`src/rtl/inv_lane_codec.sv`:
```
module inv_lane_codec #(
  parameter int W = 8
) (
  input  logic         clk,
  input  logic         rst_n,
  input  logic         codec_on,
  input  logic         src_valid,
  input  logic [W-1:0] src_word,
  output logic         enc_valid,
  output logic [W-1:0] enc_data,
  output logic         enc_flag_n,
  input  logic         dec_in_valid,
  input  logic [W-1:0] dec_word,
  input  logic         dec_flag_n,
  output logic         dec_valid,
  output logic [W-1:0] dec_data
);
  localparam int CW   = $clog2(W + 1);
  localparam int HALF = W / 2;

  logic [CW-1:0] zeros;
  logic          flip;

  always_comb begin
    zeros = '0;
    for (int i = 0; i < W; i++)
      zeros = zeros + CW'(!src_word[i]);
  end

  assign flip = codec_on && (zeros > CW'(HALF));

  always_ff @(posedge clk) begin
    if (!rst_n) begin
      enc_valid  <= 1'b0;
      enc_data   <= '1;
      enc_flag_n <= 1'b1;
    end else begin
      enc_valid <= src_valid;
      if (src_valid) begin
        enc_data   <= flip ? ~src_word : src_word;
        enc_flag_n <= !flip;
      end
    end
  end

  always_ff @(posedge clk) begin
    if (!rst_n) begin
      dec_valid <= 1'b0;
      dec_data  <= '0;
    end else begin
      dec_valid <= dec_in_valid;
      if (dec_in_valid)
        dec_data <= (codec_on && !dec_flag_n) ? ~dec_word : dec_word;
    end
  end
endmodule


```
`config.mk`:
```
export PLATFORM = sky130hd
export DESIGN_NAME = inv_lane_codec
export DESIGN_NICKNAME = d
export VERILOG_FILES = /design/src/rtl/inv_lane_codec.sv
export SDC_FILE = /design/constraint.sdc
export NUM_CORES = 1
export LEC_CHECK = 0
export BUFFER_PORTS_ARGS = -buffer_cell sky130_fd_sc_hd__clkbuf_2
export CORE_MARGIN = 2
export CORE_UTILIZATION = 47
export CTS_CLUSTER_SIZE = 30
export DETAILED_ROUTE_END_ITERATION = 8
export PLACE_DENSITY = 0.83
export SLEW_MARGIN = 0
export SYNTH_ARGS = -nofsm -noshare
export SYNTH_HDL_FRONTEND = slang
export SYNTH_SLANG_ARGS = --single-unit
```
`constraint.sdc`:
```
create_clock -name clk -period 4.1 [get_ports clk]
set_input_delay 0.41 -clock clk [delete_from_list [all_inputs] [get_ports clk]]
set_output_delay 0.41 -clock clk [all_outputs]
set_load 0.03 [all_outputs]
```
==> flow_metrics.env, run 1 <==
export IMPL_cts_resized=0
export IMPL_drt_iter0_markers=6
export IMPL_globalplace_congestion=0.783
export IMPL_netlist_area_um2=1010
export IMPL_cts_sinks=19
export IMPL_fin_total_pwr_uw=493
export IMPL_status="complete, no violations"
export IMPL_tightest_slew_ns=0.849
export IMPL_cts_setup_buffers=0
export IMPL_clk_path_buf_depth=2
export IMPL_fmax_ghz=0.281
export IMPL_viasPerCell=4.76
export IMPL_slowest_stage="fa_1"
export IMPL_power_density_nw_per_um2=402
export IMPL_firstDrtPassIters=4
export IMPL_core_area_um2=2000
export IMPL_fin_ws_ns=0.535
export IMPL_clk_latency_ns=0.29
export IMPL_synth_net_count=134
export IMPL_maxSlewViolCount=0
export IMPL_row_count=16
export IMPL_setup_viol=0
export IMPL_htree_levels=1
export IMPL_root_buffer="clkbuf_4"
export IMPL_antenna_found_initial=0
export IMPL_route_detailed_drc=0
export IMPL_crit_fanout=9
export IMPL_preCtsSetupSlack_ns=0.217
export IMPL_ctsHoldBuffers=0
export IMPL_pwr_share_seq=0.432
export IMPL_ys_types=20
export IMPL_grt_max_degree=20
export IMPL_max_cap_viol_count=0
export IMPL_first_global_vias=766
export IMPL_path_class="input port to flip-flop"
export IMPL_wl_per_cell_um=11.6
export IMPL_cp_start_kind="input port"
export IMPL_numCtsBuffers=3
export IMPL_ant_nets=0
export IMPL_finalCritPeriodShare=0.870
export IMPL_num_nets_final=172
export IMPL_switching_power_uw=178
export IMPL_timing_final_crit_period_ns=3.57
export IMPL_layout_drive_gt1_share=0.310
export IMPL_finalSetupTns_ns=0
export IMPL_vias=805
export IMPL_yosys_warnings=0
export IMPL_p_int_uw=315
export IMPL_die_area_um2=2530
export IMPL_cp_cell_sequence="clkbuf_2, inv_1, fa_1, fa_1, fa_1, ha_1, inv_1, fa_1, nor2b_1, o32a_1, xnor2_1, o21ai_1"
export IMPL_io_pins=41
export IMPL_rsz0062_at_grt="false"
export IMPL_grtUsageTotal=0.173
export IMPL_die_w_um=50.3
export IMPL_vdd_drop_max_mv=0.197
export IMPL_clkPwrFrac=0.190
export IMPL_crit_arrival_ns=3.74
export IMPL_routed_wirelength_mm=1.96
export IMPL_cts_clk_slew_worst_paths_ns=0.10
export IMPL_cpMostUsedCell="fa_1"
export IMPL_seq_area_frac_synth=0.377
export IMPL_cts_tree="done"
export IMPL_hold_viol=0
export IMPL_p_leak_nw=0.641
export IMPL_netlist_instances=105
export IMPL_insertedDiodeCount=0
export IMPL_areaGrowthSynthToFinish_pct=21.3
export IMPL_grt_overflow=0
export IMPL_grt_pass1_wl_mm=3.39
export IMPL_die_h_um=50.3
export IMPL_worst_path_buf_inv=3
export IMPL_ys_ff_latch=19
export IMPL_combPwrFrac=0.378
export IMPL_dp_hpwl_mm=1.59
export IMPL_syn_avg_cell_area_um2=9.60
export IMPL_cp_required_ns=4.27
export IMPL_initial_utilization=0.504
export IMPL_critPathMaxStageDelay_ns=0.57
export IMPL_end_kind="flip-flop"
export IMPL_hold_path_class="input port to flip-flop"
export IMPL_crit_family="adder cells"
export IMPL_swShare=0.361
export IMPL_portBuffers=40
export IMPL_skew_ns=0
export IMPL_slew_headroom=0.433
## power groups by stage
stage | clock [mW] | combinational (mW) | sequential, mW
2_1_floorplan | 0 | 0.110 | 0.254
3_3_place_gp | 0 | 0.180 | 0.216
3_5_place_dp | 0 | 0.186 | 0.218
4_1_cts | 0.0977 | 0.189 | 0.213
5_1_grt | 0.106 | 0.206 | 0.215
6_report | 0.0936 | 0.186 | 0.213
## through the flow
stage / utilization / instances / hold slack, ns / instance area, um2
floorplan: - / 105 / 0.532 / 1010
global placement: 0.598 / 165 / 0.461 / 1200
detailed placement: 0.598 / 165 / 0.479 / 1200
CTS: 0.611 / 169 / 0.342 / 1220
global route: 0.611 / 169 / 0.335 / 1220
finish: 0.611 / 169 / 0.350 / 1220
## cells in the final DEF, fill, tap and decap left out, drive strengths merged
cell type | Yosys | layout
nand2 | 9 | 9
ha | 3 | 3
fa | 4 | 4
xor2 | 1 | 1
nor2b | 2 | 2
inv | 13 | 13
dfxtp | 19 | 19
and2 | 2 | 2
o211a | 8 | 8
o21ai | 9 | 9
clkbuf | 3 | 43
nor2 | 2 | 2
o32a | 1 | 1
a21oi | 1 | 1
clkinv | 0 | 1
xnor2 | 16 | 16
a21boi | 8 | 8
## synthesized netlist by cell type
library cell | number | share of area
clkbuf_1 | 3 | 0.011
nor2_1 | 2 | 0.0074
o21ai_1 | 8 | 0.040
buf_4 | 1 | 0.0074
and2_1 | 2 | 0.012
buf_2 | 1 | 0.0050
a21oi_1 | 1 | 0.0050
nand2_1 | 9 | 0.033
dfxtp_1 | 19 | 0.38
xor2_1 | 1 | 0.0087
fa_1 | 4 | 0.079
o211a_1 | 8 | 0.079
xnor2_1 | 16 | 0.14
nor2b_1 | 2 | 0.012
inv_1 | 13 | 0.048
a21boi_0 | 8 | 0.060
o32a_1 | 1 | 0.0099
o21ai_0 | 1 | 0.0050
ha_1 | 3 | 0.037
buf_6 | 2 | 0.022
## state kept, by name (all words and copies together) (netlist names)
register and cells:
dec_data 8, dec_valid 1, enc_data 8, enc_flag_n 1
enc_valid 1
## worst paths after layout
path	start	endpoint	slack [ns]	cells past startpoint
max	src_word[0]	enc_data[4]$_SDFFE_PN1P_	0.53	12
min	src_valid	enc_valid$_SDFF_PN0_	0.35	2
max reg2reg	enc_data[1]$_SDFFE_PN1P_	enc_data[1]$_SDFFE_PN1P_	3.38	2
min reg2reg	dec_data[1]$_SDFFE_PN0P_	dec_data[1]$_SDFFE_PN0P_	0.49	1
## logic make-up after synthesis
family,count (synthesis),synth area share
AO/OA/AOI/OAI,27,0.199
XOR/XNOR,17,0.148
adder cells (fa/ha/maj),7,0.117
buffers and inverters,20,0.0943
flip-flops,19,0.377
AND/OR/NAND/NOR,15,0.0658
## per-layer routing
layer  wire [um]  up-vias  global-route usage
li1            -      412                   -
met1         851      372               0.205
met2        1010       17               0.318
met3          61        4              0.0179
met4          34        0              0.0676
met5           0        -                   0
## worst register-to-register path: stages, from the launching register on
cell,delay (ns)
dfxtp_1,0.33
a21boi_0,0.19
o21ai_1,0.09
## cell type report
class	instances	area, um2
Multi-Input combinational cell	66	533
Fill cell	181	778
Sequential cell	19	380
Clock inverter	1	5.00
Inverter	13	48.8
Clock buffer	3	22.5
Timing Repair Buffer	40	200
Tap cell	27	33.8
(Power assumes the default switching activity.)
==> run 2: changes to the inputs <==
Settings changed: CORE_UTILIZATION 47 to 49, PLACE_DENSITY 0.83 to 0.86, SLEW_MARGIN 0 to 20.
Clock period 4.1 ns to 4.3 ns, I/O delays scaled along.
==> run 2 against run 1 <==
Cell area is 0.10% lower; combinational power is 6% lower; clock power is 3.6% lower; register-to-register slack better by 0.21 ns; wire length is 1.8% lower; total power is 5.0% lower; sequential power is 5% lower; critical endpoint is now enc_data[2]$_SDFFE_PN1P_; largest power group unchanged; highest routed layer unchanged.
==> flow_metrics.env, run 2 (same netlist as run 1, synthesis figures left out) <==
export IMPL_antenna_found_initial=0
export IMPL_holdWs_ns=0.371
export IMPL_reg_top3="dec_data (8), enc_data (8)"
export IMPL_power_density_nw_per_um2=383
export IMPL_ctsHoldBuffers=0
export IMPL_portBuffers=40
export IMPL_vdd_drop_max_mv=0.164
export IMPL_slew_headroom=0.441
export IMPL_path_class="input port to flip-flop"
export IMPL_cts_tree="done"
export IMPL_rsz0062_at_grt="false"
export IMPL_rr_endpoint="enc_data[2]$_SDFFE_PN1P_"
export IMPL_crit_arrival_ns=3.74
export IMPL_fmax_ghz=0.281
export IMPL_p_leak_nw=0.638
export IMPL_worstRegToRegCells=2
export IMPL_postLayoutCoreUtil=0.630
export IMPL_root_buffer="clkbuf_4"
export IMPL_die_area_um2=2440
export IMPL_grt_pass1_wl_mm=3.33
export IMPL_globalplace_congestion=0.813
export IMPL_final_common_cell="clkbuf_2"
export IMPL_max_cap_viol_count=0
export IMPL_crit_fanout=9
export IMPL_routed_wirelength_mm=1.92
export IMPL_initial_utilization=0.519
export IMPL_cts_sinks=19
export IMPL_maxSlewViolCount=0
export IMPL_viasPerCell=4.76
export IMPL_swShare=0.357
export IMPL_pwr_share_seq=0.434
export IMPL_clkPwrFrac=0.193
export IMPL_drt_iter0_markers=9
export IMPL_htree_levels=1
export IMPL_firstDrtPassIters=4
export IMPL_fin_total_pwr_uw=468
export IMPL_clk_path_buf_depth=2
export IMPL_route_detailed_drc=0
export IMPL_cp_required_ns=4.48
export IMPL_switching_power_uw=167
export IMPL_grt_overflow=0
export IMPL_startpoint="src_word[0]"
export IMPL_final_cell_mix="40 x clkbuf_2, 19 x dfxtp_1, 16 x xnor2_1"
export IMPL_numCtsBuffers=3
export IMPL_insertedDiodeCount=0
export IMPL_io_pins=41
export IMPL_hold_start="src_valid"
export IMPL_cts_clk_slew_worst_paths_ns=0.11
export IMPL_finalSetupTns_ns=0
export IMPL_wl_per_cell_um=11.4
export IMPL_ant_nets=0
export IMPL_timing_final_crit_period_ns=3.56
export IMPL_cts_setup_buffers=0
export IMPL_clk_latency_ns=0.29
export IMPL_hold_viol=0
export IMPL_die_h_um=49.4
export IMPL_p_int_uw=301
export IMPL_hold_path_class="input port to flip-flop"
export IMPL_die_w_um=49.4
export IMPL_setup_viol=0
export IMPL_cp_start_kind="input port"
export IMPL_grtUsageTotal=0.178
export IMPL_hold_depth=2
export IMPL_vias=804
export IMPL_first_global_vias=753
export IMPL_tightest_slew_ns=0.836
export IMPL_row_count=16
export IMPL_grt_max_degree=20
export IMPL_reg2reg_slack_ns=3.59
export IMPL_reg2reg_from="enc_data[2]$_SDFFE_PN1P_"
export IMPL_areaGrowthSynthToFinish_pct=21.2
export IMPL_end_kind="flip-flop"
export IMPL_finalCritPeriodShare=0.829
export IMPL_skew_ns=0
export IMPL_dp_hpwl_mm=1.54
export IMPL_cts_resized=0
export IMPL_core_area_um2=1940
export IMPL_combPwrFrac=0.373
export IMPL_status="complete, no violations"
export IMPL_crit_end="enc_data[2]$_SDFFE_PN1P_"
export IMPL_num_nets_final=172
export IMPL_layout_drive_gt1_share=0.303
run 2: worst max-delay path, stage by stage:
cell and delay (ns):
clkbuf_2 0.08, inv_1 0.07, fa_1 0.57, fa_1 0.44
fa_1 0.52, ha_1 0.15, inv_1 0.05, fa_1 0.41
nor2b_1 0.14, o32a_1 0.51, xnor2_1 0.27, o21ai_1 0.09
run 2: cell type report:
| cell class | instances | area (um2) |
|---|---|---|
| flip-flops and latches | 19 | 380 |
| fillers | 173 | 719 |
| inverters | 13 | 48.8 |
| repair buffers | 40 | 200 |
| well taps | 27 | 33.8 |
| clock buffers | 4 | 26.3 |
| multi-input cells | 66 | 533 |
run 2: metal layers:
layer	GRT usage	vias up	wire, um
met5	0	-	0
met2	0.300	17	983
li1	-	412	-
met3	0.0184	2	65
met4	0.100	0	23
met1	0.221	373	848
run 2: through the flow:
stage	setup WS [ns]	area, um2	cells
after floorplan	0.798	1010	105
after global placement	0.514	1200	165
after detailed placement	0.438	1200	165
after CTS	0.743	1220	169
after global routing	0.578	1220	169
final	0.737	1220	169
run 2: power by group through the flow:
stage,clock network (mW),registers [mW],logic [mW]
2_1_floorplan,0,0.242,0.105
4_1_cts,0.0931,0.203,0.176
3_3_place_gp,0,0.206,0.170
6_report,0.0902,0.203,0.175
3_5_place_dp,0,0.207,0.175
5_1_grt,0.0991,0.205,0.194
run 2: how the worst min path moves through the flow:
stage / endpoint / slack [ns]
final: enc_valid$_SDFF_PN0_ / 0.37
after detailed placement: dec_data[1]$_SDFFE_PN0P_ / 0.47
after global routing: enc_valid$_SDFF_PN0_ / 0.37
after CTS: enc_valid$_SDFF_PN0_ / 0.37
after floorplan: enc_valid$_SDFF_PN0_ / 0.55
after global placement: dec_data[0]$_SDFFE_PN0P_ / 0.46
==> run 3: changes to the inputs <==
Settings changed: CORE_UTILIZATION 49 to 47, PLACE_DENSITY 0.86 to 0.83.
Clock period 4.3 ns to 3.7 ns, I/O delays scaled along.
==> run 3 against run 2 <==
Wire length decreased by 1.9%; non-clock buffer count rose by 1; total power rose by 16%; die area is 3.9% higher; critical path type unchanged; highest routed layer unchanged.
==> flow_metrics.env, run 3 (same netlist as run 1, synthesis figures left out) <==
export IMPL_status="complete, no violations"
export IMPL_final_common_cell="clkbuf_2"
export IMPL_die_area_um2=2530
export IMPL_p_int_uw=349
export IMPL_clk_latency_ns=0.29
export IMPL_crit_family="adder cells"
export IMPL_preCtsSetupSlack_ns=-0.0859
export IMPL_layout_drive_gt1_share=0.315
export IMPL_root_buffer="clkbuf_4"
export IMPL_num_nets_final=173
export IMPL_cts_sinks=19
export IMPL_max_cap_viol_count=0
export IMPL_globalplace_congestion=0.784
export IMPL_combPwrFrac=0.376
export IMPL_worst_path_buf_inv=3
export IMPL_die_w_um=50.3
export IMPL_cp_start_kind="input port"
export IMPL_grt_pass1_wl_mm=3.27
export IMPL_skew_ns=0
export IMPL_grt_max_degree=20
export IMPL_areaGrowthSynthToFinish_pct=22.1
export IMPL_swShare=0.356
export IMPL_htree_levels=1
export IMPL_crit_arrival_ns=3.65
export IMPL_io_pins=41
export IMPL_route_detailed_drc=0
export IMPL_setup_viol=0
export IMPL_grt_overflow=0
export IMPL_antenna_found_initial=0
export IMPL_vias=796
export IMPL_postLayoutCoreUtil=0.615
export IMPL_crit_fanout=9
export IMPL_cts_clk_slew_worst_paths_ns=0.11
export IMPL_path_class="input port to flip-flop"
export IMPL_finalSetupTns_ns=0
export IMPL_end_kind="flip-flop"
export IMPL_cp_cell_sequence="clkbuf_2, inv_1, fa_1, fa_1, fa_1, ha_1, inv_1, fa_1, nor2b_1, o32a_1, xnor2_1, o21ai_1"
export IMPL_portBuffers=40
export IMPL_cts_resized=0
export IMPL_ctsHoldBuffers=0
export IMPL_core_area_um2=2000
export IMPL_cts_setup_buffers=0
export IMPL_finalCritPeriodShare=0.938
export IMPL_ant_nets=0
export IMPL_initial_utilization=0.504
export IMPL_vdd_drop_max_mv=0.191
export IMPL_fin_ws_ns=0.229
export IMPL_hold_viol=0
export IMPL_switching_power_uw=193
export IMPL_cts_tree="done"
export IMPL_firstDrtPassIters=4
export IMPL_power_density_nw_per_um2=441
export IMPL_routed_wirelength_mm=1.88
export IMPL_critPathMaxStageDelay_ns=0.57
export IMPL_p_leak_nw=0.646
export IMPL_pwr_share_seq=0.433
export IMPL_reg_top3="dec_data (8), enc_data (8)"
export IMPL_numCtsBuffers=3
export IMPL_insertedDiodeCount=0
export IMPL_clkPwrFrac=0.191
export IMPL_dp_hpwl_mm=1.52
export IMPL_rsz0062_at_grt="false"
export IMPL_clk_path_buf_depth=2
export IMPL_wl_per_cell_um=11.1
export IMPL_die_h_um=50.3
export IMPL_viasPerCell=4.68
export IMPL_final_cell_mix="40 x clkbuf_2, 19 x dfxtp_1, 16 x xnor2_1"
export IMPL_timing_final_crit_period_ns=3.47
export IMPL_fin_total_pwr_uw=543
export IMPL_cpMostUsedCell="fa_1"
export IMPL_first_global_vias=781
export IMPL_slowest_stage="fa_1"
export IMPL_cp_required_ns=3.88
export IMPL_maxSlewViolCount=0
export IMPL_grtUsageTotal=0.168
export IMPL_drt_iter0_markers=7
export IMPL_tightest_slew_ns=0.858
export IMPL_row_count=16
export IMPL_slew_headroom=0.427
export IMPL_fmax_ghz=0.288
export IMPL_hold_path_class="input port to flip-flop"
[run 3: cell types whose count changed in the layout (fill, tap and decap cells not counted), sizes merged]
cell    delta
clkbuf     -1
buf        +1
clkinv     +1
[run 3: per-layer routing]
metal  track usage  up-vias  share of wire
met5             0        -              0
met4         0.104        0          0.020
met3        0.0179        4          0.038
met2         0.272       19           0.48
met1         0.216      358           0.46
li1              -      415              -
[run 3: final timing paths]
check / start / end / slack (ns) / depth (start not counted)
max reg2reg: enc_data[2]$_SDFFE_PN1P_ / enc_data[2]$_SDFFE_PN1P_ / 3.03 / 2
max: src_word[0] / enc_data[4]$_SDFFE_PN1P_ / 0.23 / 12
min: src_valid / enc_valid$_SDFF_PN0_ / 0.31 / 2
min reg2reg: dec_data[4]$_SDFFE_PN0P_ / dec_data[4]$_SDFFE_PN0P_ / 0.49 / 1
[run 3: metrics by stage]
step	hold WS, ns	area (um2)	std cells
global route	0.308	1230	170
CTS	0.307	1230	170
finish	0.310	1230	170
floorplan	0.492	1010	105
global placement	0.461	1200	166
detailed placement	0.472	1200	166
[run 3: cell type report]
cell class / count / area [um2]
clock buffers: 3 / 22.5
clock inverters: 1 / 5.00
fillers: 178 / 771
inverters: 13 / 48.8
multi-input cells: 66 / 533
flip-flops and latches: 19 / 380
well taps: 27 / 33.8
repair buffers: 41 / 208
[run 3: power by group through the flow]
stage               combinational, mW  clock (mW)  sequential (mW)
finish                          0.204       0.104            0.235
global route                    0.228       0.115            0.238
CTS                             0.207       0.107            0.235
detailed placement              0.206           0            0.240
global placement                0.200           0            0.239
floorplan                       0.122           0            0.281
